--- config.mk ---
export PLATFORM = sky130hd
export DESIGN_NAME = mdr_and3
export DESIGN_NICKNAME = d
export VERILOG_FILES = /design/src/rtl/mdr_pkg.sv /design/src/rtl/mdr_mask_src.sv /design/src/rtl/mdr_encoder.sv /design/src/rtl/mdr_maj_gate.sv /design/src/rtl/mdr_and3.sv
export SDC_FILE = /design/constraint.sdc
export NUM_CORES = 1
export LEC_CHECK = 0
export ABC_AREA = 0
export BUFFER_PORTS_ARGS = -buffer_cell sky130_fd_sc_hd__buf_2
export CAP_MARGIN = 5
export CORE_MARGIN = 8
export CORE_UTILIZATION = 55
export CTS_BUF_LIST = sky130_fd_sc_hd__clkbuf_8
export CTS_CLUSTER_SIZE = 24
export DETAILED_ROUTE_END_ITERATION = 10
export PLACE_DENSITY = 0.84
export SLEW_MARGIN = 30
export SYNTH_ARGS = -nofsm -noshare
export SYNTH_HDL_FRONTEND = slang
export SYNTH_SLANG_ARGS = --single-unit
--- constraint.sdc ---
create_clock -name clk -period 4.2 [get_ports clk]
set_input_delay 0.42 -clock clk [delete_from_list [all_inputs] [get_ports clk]]
set_output_delay 0.42 -clock clk [all_outputs]
set_load 0.03 [all_outputs]
--- src/rtl/mdr_pkg.sv ---
package mdr_pkg;

    // three-input majority, the basic cell of every gate
    function automatic logic maj3(input logic x, input logic y, input logic z);
        return (x & y) | (x & z) | (y & z);
    endfunction

endpackage

--- src/rtl/mdr_mask_src.sv ---
module mdr_mask_src #(
    parameter int            LW   = 8,
    parameter logic [LW-1:0] TAPS = 8'hB8,
    parameter logic [LW-1:0] SEED = 8'h5A
) (
    input  logic clk,
    input  logic rst_n,
    input  logic step_i,
    output logic mask_o
);

    typedef struct packed {
        logic [LW-1:0] lfsr;
    } mask_st_t;

    mask_st_t st_d, st_q;
    logic     fb;

    always_comb begin
        st_d = st_q;
        fb   = ^(st_q.lfsr & TAPS);
        if (step_i) begin
            st_d.lfsr = {st_q.lfsr[LW-2:0], fb};
        end
    end

    always_ff @(posedge clk or negedge rst_n) begin
        if (!rst_n) begin
            st_q.lfsr <= SEED;
        end else begin
            st_q <= st_d;
        end
    end

    assign mask_o = st_q.lfsr[0];

    AST_MASK_STEP: assert property (@(posedge clk) disable iff (!rst_n)
        step_i |=> (st_q.lfsr != $past(st_q.lfsr)));
    AST_MASK_HOLD: assert property (@(posedge clk) disable iff (!rst_n)
        !step_i |=> $stable(st_q.lfsr));
    AST_MASK_NONZERO: assert property (@(posedge clk) disable iff (!rst_n)
        st_q.lfsr != '0);

endmodule

--- src/rtl/mdr_encoder.sv ---
module mdr_encoder #(
    parameter int W = 4
) (
    input  logic         drv_i,
    input  logic         mask_i,
    input  logic [W-1:0] d_i,
    output logic [W-1:0] t_o,
    output logic [W-1:0] f_o
);

    for (genvar i = 0; i < W; i++) begin : g_bit
        logic masked;
        always_comb begin
            masked = d_i[i] ^ mask_i;
            t_o[i] = drv_i & masked;
            f_o[i] = drv_i & ~masked;
        end
    end

endmodule

--- src/rtl/mdr_maj_gate.sv ---
module mdr_maj_gate #(
    parameter int W = 4
) (
    input  logic         clk,
    input  logic         rst_n,
    input  logic [W-1:0] a_t_i,
    input  logic [W-1:0] a_f_i,
    input  logic [W-1:0] b_t_i,
    input  logic [W-1:0] b_f_i,
    input  logic         m_t_i,
    input  logic         m_f_i,
    output logic [W-1:0] q_t_o,
    output logic [W-1:0] q_f_o
);
    import mdr_pkg::*;

    typedef struct packed {
        logic [W-1:0] t;
        logic [W-1:0] f;
    } pair_vec_t;

    pair_vec_t    st_d, st_q;
    logic [W-1:0] all_vld;
    logic [W-1:0] all_zero;
    logic         m_vld;
    logic         m_zero;

    // completion detection: evaluate on full arrival, precharge on full return
    always_comb begin
        st_d   = st_q;
        m_vld  = m_t_i ^ m_f_i;
        m_zero = ~(m_t_i | m_f_i);
        for (int i = 0; i < W; i++) begin
            all_vld[i]  = (a_t_i[i] ^ a_f_i[i]) & (b_t_i[i] ^ b_f_i[i]) & m_vld;
            all_zero[i] = ~(a_t_i[i] | a_f_i[i]) & ~(b_t_i[i] | b_f_i[i]) & m_zero;
            if (!(st_q.t[i] | st_q.f[i])) begin
                if (all_vld[i]) begin
                    st_d.t[i] = maj3(a_t_i[i], b_t_i[i], m_t_i);
                    st_d.f[i] = maj3(a_f_i[i], b_f_i[i], m_f_i);
                end
            end else if (all_zero[i]) begin
                st_d.t[i] = 1'b0;
                st_d.f[i] = 1'b0;
            end
        end
    end

    always_ff @(posedge clk or negedge rst_n) begin
        if (!rst_n) begin
            st_q <= '0;
        end else begin
            st_q <= st_d;
        end
    end

    assign q_t_o = st_q.t;
    assign q_f_o = st_q.f;

    for (genvar i = 0; i < W; i++) begin : g_chk
        AST_NO_EARLY_EVAL: assert property (@(posedge clk) disable iff (!rst_n)
            (!(st_q.t[i] | st_q.f[i]) && !all_vld[i]) |=> !(st_q.t[i] | st_q.f[i]));
        AST_NO_EARLY_PRECHARGE: assert property (@(posedge clk) disable iff (!rst_n)
            ((st_q.t[i] ^ st_q.f[i]) && !all_zero[i]) |=> $stable(st_q.t[i]) && $stable(st_q.f[i]));
        AST_RAIL_EXCLUSIVE: assert property (@(posedge clk) disable iff (!rst_n)
            !(st_q.t[i] & st_q.f[i]));
    end

endmodule

--- src/rtl/mdr_and3.sv ---
module mdr_and3 #(
    parameter int               W       = 4,
    parameter int               MASK_W  = 8,
    parameter logic [MASK_W-1:0] MASK_TAPS = 8'hB8,
    parameter logic [MASK_W-1:0] MASK_SEED = 8'h5A
) (
    input  logic         clk,
    input  logic         rst_n,
    input  logic         eval_i,
    input  logic         a_drv_i,
    input  logic         b_drv_i,
    input  logic         c_drv_i,
    input  logic [W-1:0] a_i,
    input  logic [W-1:0] b_i,
    input  logic [W-1:0] c_i,
    output logic [W-1:0] y_o,
    output logic [W-1:0] y_vld_o,
    output logic [W-1:0] y_t_o,
    output logic [W-1:0] y_f_o
);

    logic         mask;
    logic         mask_step;
    logic         tree_idle;
    logic         m_t, m_f;
    logic [W-1:0] a_t, a_f, b_t, b_f, c_t, c_f;
    logic [W-1:0] g1_t, g1_f, g2_t, g2_f;

    // mask refresh only in precharge once the whole tree is back at 00
    always_comb begin
        tree_idle = ~|{g1_t, g1_f, g2_t, g2_f};
        mask_step = !eval_i && tree_idle;
        m_t       = eval_i & mask;
        m_f       = eval_i & ~mask;
    end

    mdr_mask_src #(
        .LW   (MASK_W),
        .TAPS (MASK_TAPS),
        .SEED (MASK_SEED)
    ) u_mask (
        .clk    (clk),
        .rst_n  (rst_n),
        .step_i (mask_step),
        .mask_o (mask)
    );

    mdr_encoder #(.W(W)) u_enc_a (
        .drv_i (eval_i & a_drv_i), .mask_i (mask), .d_i (a_i), .t_o (a_t), .f_o (a_f)
    );
    mdr_encoder #(.W(W)) u_enc_b (
        .drv_i (eval_i & b_drv_i), .mask_i (mask), .d_i (b_i), .t_o (b_t), .f_o (b_f)
    );
    mdr_encoder #(.W(W)) u_enc_c (
        .drv_i (eval_i & c_drv_i), .mask_i (mask), .d_i (c_i), .t_o (c_t), .f_o (c_f)
    );

    mdr_maj_gate #(.W(W)) u_gate_ab (
        .clk   (clk),  .rst_n (rst_n),
        .a_t_i (a_t),  .a_f_i (a_f),
        .b_t_i (b_t),  .b_f_i (b_f),
        .m_t_i (m_t),  .m_f_i (m_f),
        .q_t_o (g1_t), .q_f_o (g1_f)
    );

    mdr_maj_gate #(.W(W)) u_gate_abc (
        .clk   (clk),  .rst_n (rst_n),
        .a_t_i (g1_t), .a_f_i (g1_f),
        .b_t_i (c_t),  .b_f_i (c_f),
        .m_t_i (m_t),  .m_f_i (m_f),
        .q_t_o (g2_t), .q_f_o (g2_f)
    );

    // unmasking decoder
    always_comb begin
        y_vld_o = g2_t ^ g2_f;
        y_o     = (g2_t ^ {W{mask}}) & y_vld_o;
        y_t_o   = g2_t;
        y_f_o   = g2_f;
    end

    AST_MASK_FROZEN_WHILE_VALID: assert property (@(posedge clk) disable iff (!rst_n)
        (|y_vld_o) |=> $stable(mask) || !(|$past(y_vld_o)));
    AST_SHARED_MASK: assert property (@(posedge clk) disable iff (!rst_n)
        (&y_vld_o) |-> ((y_t_o == y_o) || (y_t_o == ~y_o)));

endmodule

==> metrics.yaml, run 1 <==
outcome:
  status: "completed"
logic_synthesis:
  yosysSeqAreaShare_pct: 39.3
  yosysWarningCount: 0
  synth_cells: 170
  syn_nets: 196
  synthDistinctLibCells: 34
  ys.flop_type: "dfrtp_1"
  ys_seq_elements: 24
  avgSynthCellArea_sq_um: 9.07
  synth_edf_count: 0
  ys_top_cells_by_area: "dfrtp_1 (32%), dfstp_2 (6.8%), ha_1 (6.5%)"
  ys_async_sr_fraction_pct: 100
  synthTopCellsByCount: "dfrtp_1 (20), inv_1 (20), nand2_1 (14), a21oi_1 (10), nor2_1 (10)"
  yosysTopAreaCell: "dfrtp_1"
  syn_area_sq_um: 1540
  netlist.area_leader.share_pct: 32.4
flow_run:
  cap_violations: 0
critical_path:
  criticalPathCategory: "reg -> reg"
  worstSetupEndpointType: "flop"
  critPathMaxFanout: 21
  worstPathRequired_ns: 4.36
  r2r_cells: 4
  path_cells: "clkinv_1 > xnor2_1 > a21oi_1 > a22o_1"
  crit_path_max_incr_delay_ns: 0.83
  rr_endpoint: "u_gate_ab.q_t_o[2]"
  r2r_setup_slack_ns: 2.09
  startpoint: "u_mask.st_q[0]"
  worst_path_max_delay_cell: "dfrtp_1"
  arrival_ns: 2.28
  critPathLaunchType: "flop"
  r2r-start: "u_mask.st_q[0]"
layout:
  antenna_cells: 0
  layout-drive-gt1-share_pct: 23.8
  nFillCells: 230
  multiInputGateArea_sq_um: 832
  area_growth_pct: 14.4
  finalNetCount: 229
  seq_area_sq_um: 606
drt:
  drtPass1Iterations: 5
  ant_nets: 0
  drt_iter0_markers: 80
  via_count: 1388
  drc: 0
  routed_wl_mm: 3.84
  wl_per_cell_um: 16.5
  viasPerCell: 5.96
clock_tree:
  post_cts_resized: 0
  cts.sinks: 24
  clockRootBuffer: "clkbuf_8"
  htreeDepth: 1
  cts.clk_slew.worst_paths_ns: 0.09
  clock_path_buffers: 2
  clk_latency_ns: 0.27
  post_cts_buffers: 0
  ctsHoldBuffers: 0
  numCtsBuffers: 3
  cts_tree: "built"
timing:
  timing.setup.tns_ns: 0
  maxSlewHeadroom_pct: 50.1
  rsz0062_at_grt: "false"
  setup_violations: 0
  final.period_utilization_pct: 50.3
  slew_viol_final: 0
  hold_violations: 0
  worstMarginPinSlew_ns: 0.748
  timing.hold.ws_ns: 0.122
  finClkSkew_ns: 0.00937
  clock.fmax_mhz: 473
  finalCriticalPeriod_ns: 2.11
placement:
  io_buffers: 33
  place_hpwl_mm: 2.96
  place_congestion: 0.843
die:
  dieArea_sq_um: 4760
  die_height_um: 69.0
  rows: 19
  initial_core_util_pct: 56.9
  die_x_um: 69.0
  core_sq_um: 2710
  io_pins: 34
power:
  ir_worst_vdd_mv: 0.623
  p_per_area_nw_per_um2: 776
  leakage_nw: 0.876
global_route:
  grt_pass1_vias: 1385
  grt_max_degree: 25
  grt_usage_pct: 16.9
  grt_antenna_before_repair: 0
  gr-total-overflow: 0
  grt_pass1_wl_mm: 6.13
min_path:
  hold_path_class: "in -> async"
metrics by stage:
step	power (mW)	std cells	util, %	cell area (sq um)	worst slack [ns]
detailed placement	1.23	229	63.5	1720	2.20
CTS	1.37	233	65.1	1770	2.13
global placement	1.20	229	63.5	1720	2.32
finish	1.37	233	65.1	1770	2.09
floorplan	1.04	170	-	1540	2.31
global route	1.47	233	65.1	1770	1.99
where the power goes:
| group | switching [mW] | leakage, nW | internal [mW] |
|---|---|---|---|
| logic | 0.458 | 0.540 | 0.305 |
| clock network | 0.0721 | 0.0269 | 0.0653 |
| registers | 0.132 | 0.310 | 0.339 |
metal layers:
| layer | up-vias | share of wire (%) | track usage [%] |
|---|---|---|---|
| met5 | - | 0 | 0 |
| met4 | 0 | 2.1 | 7.27 |
| met3 | 10 | 6.0 | 4.20 |
| met2 | 46 | 54 | 30.4 |
| met1 | 671 | 38 | 18.3 |
| li1 | 661 | - | - |
final cells by class:
cell class / instances / share of cell area, %
Sequential cell: 24 / 34.3
Inverter: 21 / 4.46
Clock buffer: 3 / 2.34
Timing Repair Buffer: 33 / 9.36
Clock inverter: 1 / 0.213
Multi-Input combinational cell: 120 / 47.1
Tap cell: 31 / 2.20
worst max-delay path by stage:
stage / to
global route: u_gate_ab.q_t_o[2]
detailed placement: u_gate_ab.q_t_o[2]
CTS: u_gate_ab.q_t_o[2]
finish: u_gate_ab.q_t_o[2]
global placement: u_gate_ab.q_t_o[2]
floorplan: y_o[3]
cells in the final DEF, fill, tap and decap left out, types with 2 or more instances in the layout:
cell and count:
a21oi_1 10, o31a_1 2, ha_1 8, a22o_1 5
xnor2_1 5, nand3_1 5, nor2b_1 3, and2_1 5
inv_1 21, nand4_1 3, and3_1 3, nor2_1 10
a22oi_1 2, mux2i_1 3, o22ai_1 9, nor4_1 3
nand2_1 14, o21ai_0 6, a21o_1 4, buf_2 33
clkbuf_8 3, dfrtp_1 20, dfstp_2 4, a221oi_1 2
xor2_1 4, mux2_2 7, nor3b_1 2
sequential cells by signal, summed over array words and instances, names as in the netlist:
register,flops
u_gate_ab.q_f_o,4
u_gate_ab.q_t_o,4
u_gate_abc.q_f_o,4
u_gate_abc.q_t_o,4
u_mask.st_q,8
logic make-up (layout without fill, tap and decap cells):
family                     count (synthesis)  in the layout  synth area share [%]
DFF                                       24             24                  39.3
buffers and inverters                     26             58                  6.81
and+or+nand+nor                           50             50                  17.0
AOI/OAI and AO/OA                         43             43                  18.2
xor gates and xnor gates                   9              9                  5.11
adders and majority gates                  8              8                  6.49
muxes                                     10             10                  7.06
critical path: cells and delay by family (launching register included):
family,cells,cell delay (ns)
flip-flops,1,0.83
AO/OA/AOI/OAI,2,0.38
XOR/XNOR,1,0.37
buffers and inverters,1,0.43
(Power assumes the default switching activity.)
==> run 2, diff against run 1 <==
clock period = 2.12 ns   (was 4.2 ns; I/O delays follow)
==> run 2 against run 1 <==
- non-clock buffer count rose by 3
- global-route usage fell by 0.59 points
- hold slack improved by 0.15 ns
- combinational power rose by 100%
- die area did not move
- clock-buffer cell count did not move
- wire length fell by 3.9%
- sequential power rose by 93%
- critical path type unchanged
- largest power group unchanged
==> metrics.yaml, run 2 (synthesis gave the netlist of run 1 again) <==
outcome:
  status: "completed"
layout:
  layout_common_cells: "buf_2 (33), inv_1 (20), dfrtp_1 (20), nand2_1 (14)"
  finalNetCount: 232  # +1.3%
  final_common_cell: "buf_2"
  largest_register_ffs: 8  # unchanged
  area_growth_pct: 15.8
  antenna_cells: 0  # unchanged
  fin_util_pct: 65.9  # +0.78 points
  top_register: "u_mask.st_q"
  layout-drive-gt1-share_pct: 24.5  # +0.75 points
timing:
  finalCriticalPeriod_ns: 1.91  # -0.199 ns
  hold_violations: 0  # unchanged
  setup_violations: 0  # unchanged
  rsz0062_at_grt: "false"
  slew_viol_final: 0  # unchanged
  timing.setup.tns_ns: 0  # unchanged
  worstMarginPinSlew_ns: 0.558  # -0.190 ns
  final.period_utilization_pct: 90.2  # +40 points
  clock.fmax_mhz: 523  # +10%
  finClkSkew_ns: 0.00553  # -0.00384 ns
  timing.hold.ws_ns: 0.271  # +0.149 ns
  maxSlewHeadroom_pct: 62.5  # +12 points
critical_path:
  criticalPathCategory: "reg -> reg"
  critPathMaxFanout: 8  # -62%
  critPathLaunchType: "flop"
  worstPathRequired_ns: 2.27  # -2.09 ns
  worstSetupEndpointType: "flop"
  arrival_ns: 2.06  # -0.22 ns
placement:
  place_hpwl_mm: 2.91  # -1.5%
  place_congestion: 0.879  # +4.3%
  io_buffers: 33  # unchanged
drt:
  wl_per_cell_um: 15.7  # -4.7%
  drc: 0  # unchanged
  drtPass1Iterations: 4  # -1
  ant_nets: 0  # unchanged
  viasPerCell: 5.74  # -3.7%
  routed_wl_mm: 3.69  # -3.9%
  via_count: 1348  # -2.9%
  drt_iter0_markers: 106  # +33%
clock_tree:
  post_cts_resized: 0  # unchanged
  numCtsBuffers: 3  # unchanged
  cts.sinks: 24  # unchanged
  cts.clk_slew.worst_paths_ns: 0.08  # about the same
  cts_tree: "built"
  clockRootBuffer: "clkbuf_8"
  htreeDepth: 1  # unchanged
  clock_path_buffers: 2  # unchanged
  post_cts_buffers: 0  # unchanged
  clk_latency_ns: 0.26  # about the same
die:
  dieArea_sq_um: 4760  # unchanged
  die_height_um: 69.0  # unchanged
  core_sq_um: 2710  # unchanged
  initial_core_util_pct: 56.9  # unchanged
  rows: 19  # unchanged
  die_x_um: 69.0  # unchanged
  io_pins: 34  # unchanged
flow_run:
  cap_violations: 0  # unchanged
power:
  leakage_nw: 0.885  # +1.0%
  p_per_area_nw_per_um2: 1520  # +95%
  ir_worst_vdd_mv: 1.23  # +97%
global_route:
  grt_usage_pct: 16.3  # -0.59 points
  grt_pass1_wl_mm: 5.98  # -2.4%
  grt_max_degree: 25  # unchanged
  gr-total-overflow: 0  # unchanged
  grt_antenna_before_repair: 0  # unchanged
  grt_pass1_vias: 1319  # -4.8%
min_path:
  hold_path_class: "in -> reg"
run 2: cell types whose count changed in the layout (fill, tap and decap cells not counted):
cell | before | now
inv_1 | 21 | 20
buf_4 | 0 | 2
dlygate4sd3_1 | 0 | 1
run 2: area by class of cell:
type	instances	area, sq um
Timing Repair Buffer	36	190
Multi-Input combinational cell	120	832
Tap cell	31	38.8
Fill cell	212	923
Clock buffer	3	41.3
Inverter	21	78.8
Sequential cell	24	606
run 2: final timing paths:
path | from | end | slack [ns] | cells past startpoint
worst max-delay path | u_gate_abc.q_t_o[1] | u_mask.st_q[5] | 0.21 | 4
worst min-delay path | a_drv_i | u_gate_ab.q_t_o[0] | 0.27 | 3
worst max register to register | u_gate_abc.q_t_o[1] | u_mask.st_q[5] | 0.21 | 4
worst min register to register | u_mask.st_q[2] | u_mask.st_q[2] | 0.51 | 1
max in group asynchronous | rst_n | u_mask.st_q[4] | 1.28 | 2
min in group asynchronous | rst_n | u_gate_ab.q_f_o[1] | 0.46 | 2
run 2: metal layers:
layer  up-vias  global-route usage (%)  routed length (um)
li1        669                       -                   -
met1       633                    19.1                1490
met2        42                    29.6                1940
met3         4                    2.42                 220
met4         0                    5.01                  36
met5         -                       0                   0
run 2: per-stage QoR:
step / instances / setup WS (ns) / power, mW / instance area [sq um]
after floorplan: 170 / 0.291 / 2.05 / 1540
after global placement: 231 / 0.296 / 2.38 / 1740
after detailed placement: 231 / 0.202 / 2.44 / 1740
after CTS: 235 / 0.184 / 2.72 / 1790
after global routing: 235 / 0.0507 / 2.91 / 1790
final: 235 / 0.207 / 2.71 / 1790
run 2: worst max-delay path: stages (launching register included):
cell     delay (ns)
dfrtp_1        0.43
nor4_1         0.32
nand4_1        0.20
nor4_4         0.46
mux2_2         0.39
run 2: timing repair:
action,in CTS,in global routing
setup endpoints to repair,0,0
hold buffers,1,0
endpoints found under the hold margin,20,0
run 2: report_power, final:
group | switching (mW) | internal [mW]
sequential | 0.237 | 0.671
combinational | 0.920 | 0.619
clock | 0.135 | 0.127
==> run 3, diff against run 2 <==
PLACE_DENSITY = 0.81   (was 0.84)
SYNTH_HIERARCHICAL = 1   (was not set)
==> run 3 against run 2 <==
- die area up 22%
- register-to-register slack worse by 0.03 ns
- largest power group unchanged
- total power decreased by 14%
- combinational power down 19%
- sequential share of layout area shrank 7.7 points
- largest cell class unchanged
==> metrics.yaml, run 3 <==
die:
  initial_core_util_pct: 55.6  # -1.3 points
  io_pins: 34  # unchanged
  die_height_um: 76.2  # +10%
  core_sq_um: 3580  # +32%
  die_x_um: 76.2  # +10%
  dieArea_sq_um: 5800  # +22%
  rows: 22  # +3
logic_synthesis:
  syn_nets: 247  # +26%
  synth_edf_count: 0  # unchanged
  yosysSeqAreaShare_pct: 30.4  # -8.8 points
  avgSynthCellArea_sq_um: 9.43  # +4.0%
  synth_cells: 211  # +24%
  yosysTopAreaCell: "dfrtp_1"
  ys.flop_type: "dfrtp_1"
  ys_top_cells_by_area: "dfrtp_1 (25%), ha_1 (11%), maj3_2 (9.1%)"
  synthTopCellsByCount: "inv_1 (39), dfrtp_1 (20), nor2_1 (19), ha_1 (18)"
  netlist.area_leader.share_pct: 25.1  # -7.3 points
  syn_area_sq_um: 1990  # +29%
  yosysWarningCount: 6  # +6
  ys_seq_elements: 24  # unchanged
  ys_async_sr_fraction_pct: 100  # unchanged
  synthDistinctLibCells: 28  # -18%
  synth_most_common_cell: "inv_1"
layout:
  final_area_sq_um: 2320  # +30%
  final_common_cell: "inv_1"
  layout-drive-gt1-share_pct: 30.8  # +6.3 points
  top_register: "u_mask/st_q"
  largest_register_ffs: 8  # unchanged
  layout_common_cells: "inv_1 (39), buf_2 (33), nor2_1 (19), dfrtp_1 (19), ha_1 (18)"
  area_growth_pct: 16.5
  finalNetCount: 290  # +25%
  antenna_cells: 0  # unchanged
  nFillCells: 298  # +41%
clock_tree:
  htreeDepth: 1  # unchanged
  cts.clk_slew.worst_paths_ns: 0.08  # about the same
  post_cts_resized: 0  # unchanged
  clockRootBuffer: "clkbuf_8"
  numCtsBuffers: 3  # unchanged
  clock_path_buffers: 2  # unchanged
  clk_latency_ns: 0.27  # about the same
  cts_tree: "built"
  cts.sinks: 24  # unchanged
power:
  leakage_nw: 1.07  # +21%
  p_per_area_nw_per_um2: 1000  # -34%
  finalPower_mw: 2.33  # -14%
  ir_worst_vdd_mv: 0.404  # -67%
global_route:
  gr-total-overflow: 0  # unchanged
  grt_pass1_wl_mm: 7.32  # +22%
  grt_antenna_before_repair: 0  # unchanged
  grt_max_degree: 25  # unchanged
  grt_usage_pct: 14.9  # -1.3 points
  grt_pass1_vias: 1677  # +27%
timing:
  worst_slack_ns: 0.176  # -0.0311 ns
  finClkSkew_ns: 0.00187  # -0.00366 ns
  maxSlewHeadroom_pct: 66.7  # +4.2 points
  final.period_utilization_pct: 91.7  # +1.5 points
  timing.setup.tns_ns: 0  # unchanged
  rsz0062_at_grt: "false"
  finalCriticalPeriod_ns: 1.94  # +0.0311 ns
  setup_violations: 0  # unchanged
  timing.hold.ws_ns: 0.437  # +0.165 ns
  worstMarginPinSlew_ns: 0.499  # -0.0588 ns
  hold_violations: 0  # unchanged
  clock.fmax_mhz: 514  # -1.6%
  slew_viol_final: 0  # unchanged
critical_path:
  critical_path.top_delay_family: "flip-flops"
  worst-path-buf-inv: 1  # +1
  r2r-start: "u_mask/st_q[0]"
  arrival_ns: 2.16  # +0.10 ns
  startpoint: "u_mask/st_q[0]"
  crit_path_max_incr_delay_ns: 0.59  # +0.13 ns
  criticalPathCategory: "reg -> reg"
  worstPathRequired_ns: 2.33  # +0.06 ns
  worst_path_max_delay_cell: "dfrtp_2"
  critPathMaxFanout: 14  # +6
  critPathLaunchType: "flop"
  path_cells: "xor2_1 > and2_1 > inv_1 > ha_1 > nor4bb_1 > a32o_1"
  worstSetupEndpointType: "flop"
drt:
  drtPass1Iterations: 4  # unchanged
  drt_iter0_markers: 71  # -33%
  ant_nets: 0  # unchanged
  viasPerCell: 5.39  # -6.1%
  via_count: 1621  # +20%
  wl_per_cell_um: 13.9  # -12%
  routed_wl_mm: 4.18  # +13%
  drc: 0  # unchanged
outcome:
  status: "completed"
placement:
  place_congestion: 0.794  # -9.6%
  place_hpwl_mm: 3.39  # +16%
  io_buffers: 33  # unchanged
  dp_worst_setup_slack_ns: 0.205  # +0.00324 ns
  place_area_sq_um: 2250  # +30%
min_path:
  hold_path_class: "in -> async"
flow_run:
  cap_violations: 0  # unchanged
[run 3: final cells by class]
| type | count | area [sq um] | area share, % |
|---|---|---|---|
| clock buffer | 4 | 55.1 | 2.37 |
| inverter | 39 | 146 | 6.31 |
| multi-input combinational | 146 | 1230 | 53.1 |
| sequential | 24 | 607 | 26.2 |
| tap | 48 | 60.1 | 2.59 |
| timing repair buffer | 40 | 220 | 9.49 |
[run 3: what timing repair did]
action,in CTS,in global routing
endpoints found under the hold margin,20,0
setup buffers,0,0
hold buffers,1,0
[run 3: cell families after synthesis]
family / synth area share (%)
and+or+nand+nor: 18.0
buffers and inverters: 7.86
AOI/OAI and AO/OA: 11.1
xor gates and xnor gates: 8.36
adders and majority gates: 20.4
DFF: 30.4
muxes: 3.96
[run 3: path summary, 6_finish.rpt]
| check | cells past startpoint | slack [ns] | to |
|---|---|---|---|
| worst max-delay path | 6 | 0.18 | u_gate_ab/q_f_o[3] |
| worst min-delay path | 2 | 0.44 | u_mask/st_q[5] |
| worst max register to register | 6 | 0.18 | u_gate_ab/q_f_o[3] |
| worst min register to register | 1 | 0.51 | u_mask/st_q[2] |
| max in group asynchronous | 2 | 1.32 | u_mask/st_q[0] |
| min in group clk | 1 | 0.51 | u_mask/st_q[2] |
[run 3: routing by layer]
| metal | wire, um | vias up | global-route usage (%) |
|---|---|---|---|
| li1 | - | 821 | - |
| met1 | 1800 | 743 | 16.4 |
| met2 | 2060 | 52 | 26.4 |
| met3 | 246 | 5 | 3.42 |
| met4 | 74 | 0 | 7.31 |
| met5 | 0 | - | 0 |
[run 3: where the power goes]
part | total [mW] | switching [mW] | internal [mW]
combinational | 1.24 | 0.627 | 0.609
clock | 0.310 | 0.144 | 0.166
sequential | 0.783 | 0.172 | 0.611
[run 3: per-stage QoR]
stage / util (%) / instances
floorplan: - / 211
global placement: 63.0 / 296
detailed placement: 63.0 / 296
CTS: 64.8 / 301
global route: 64.8 / 301
finish: 64.8 / 301
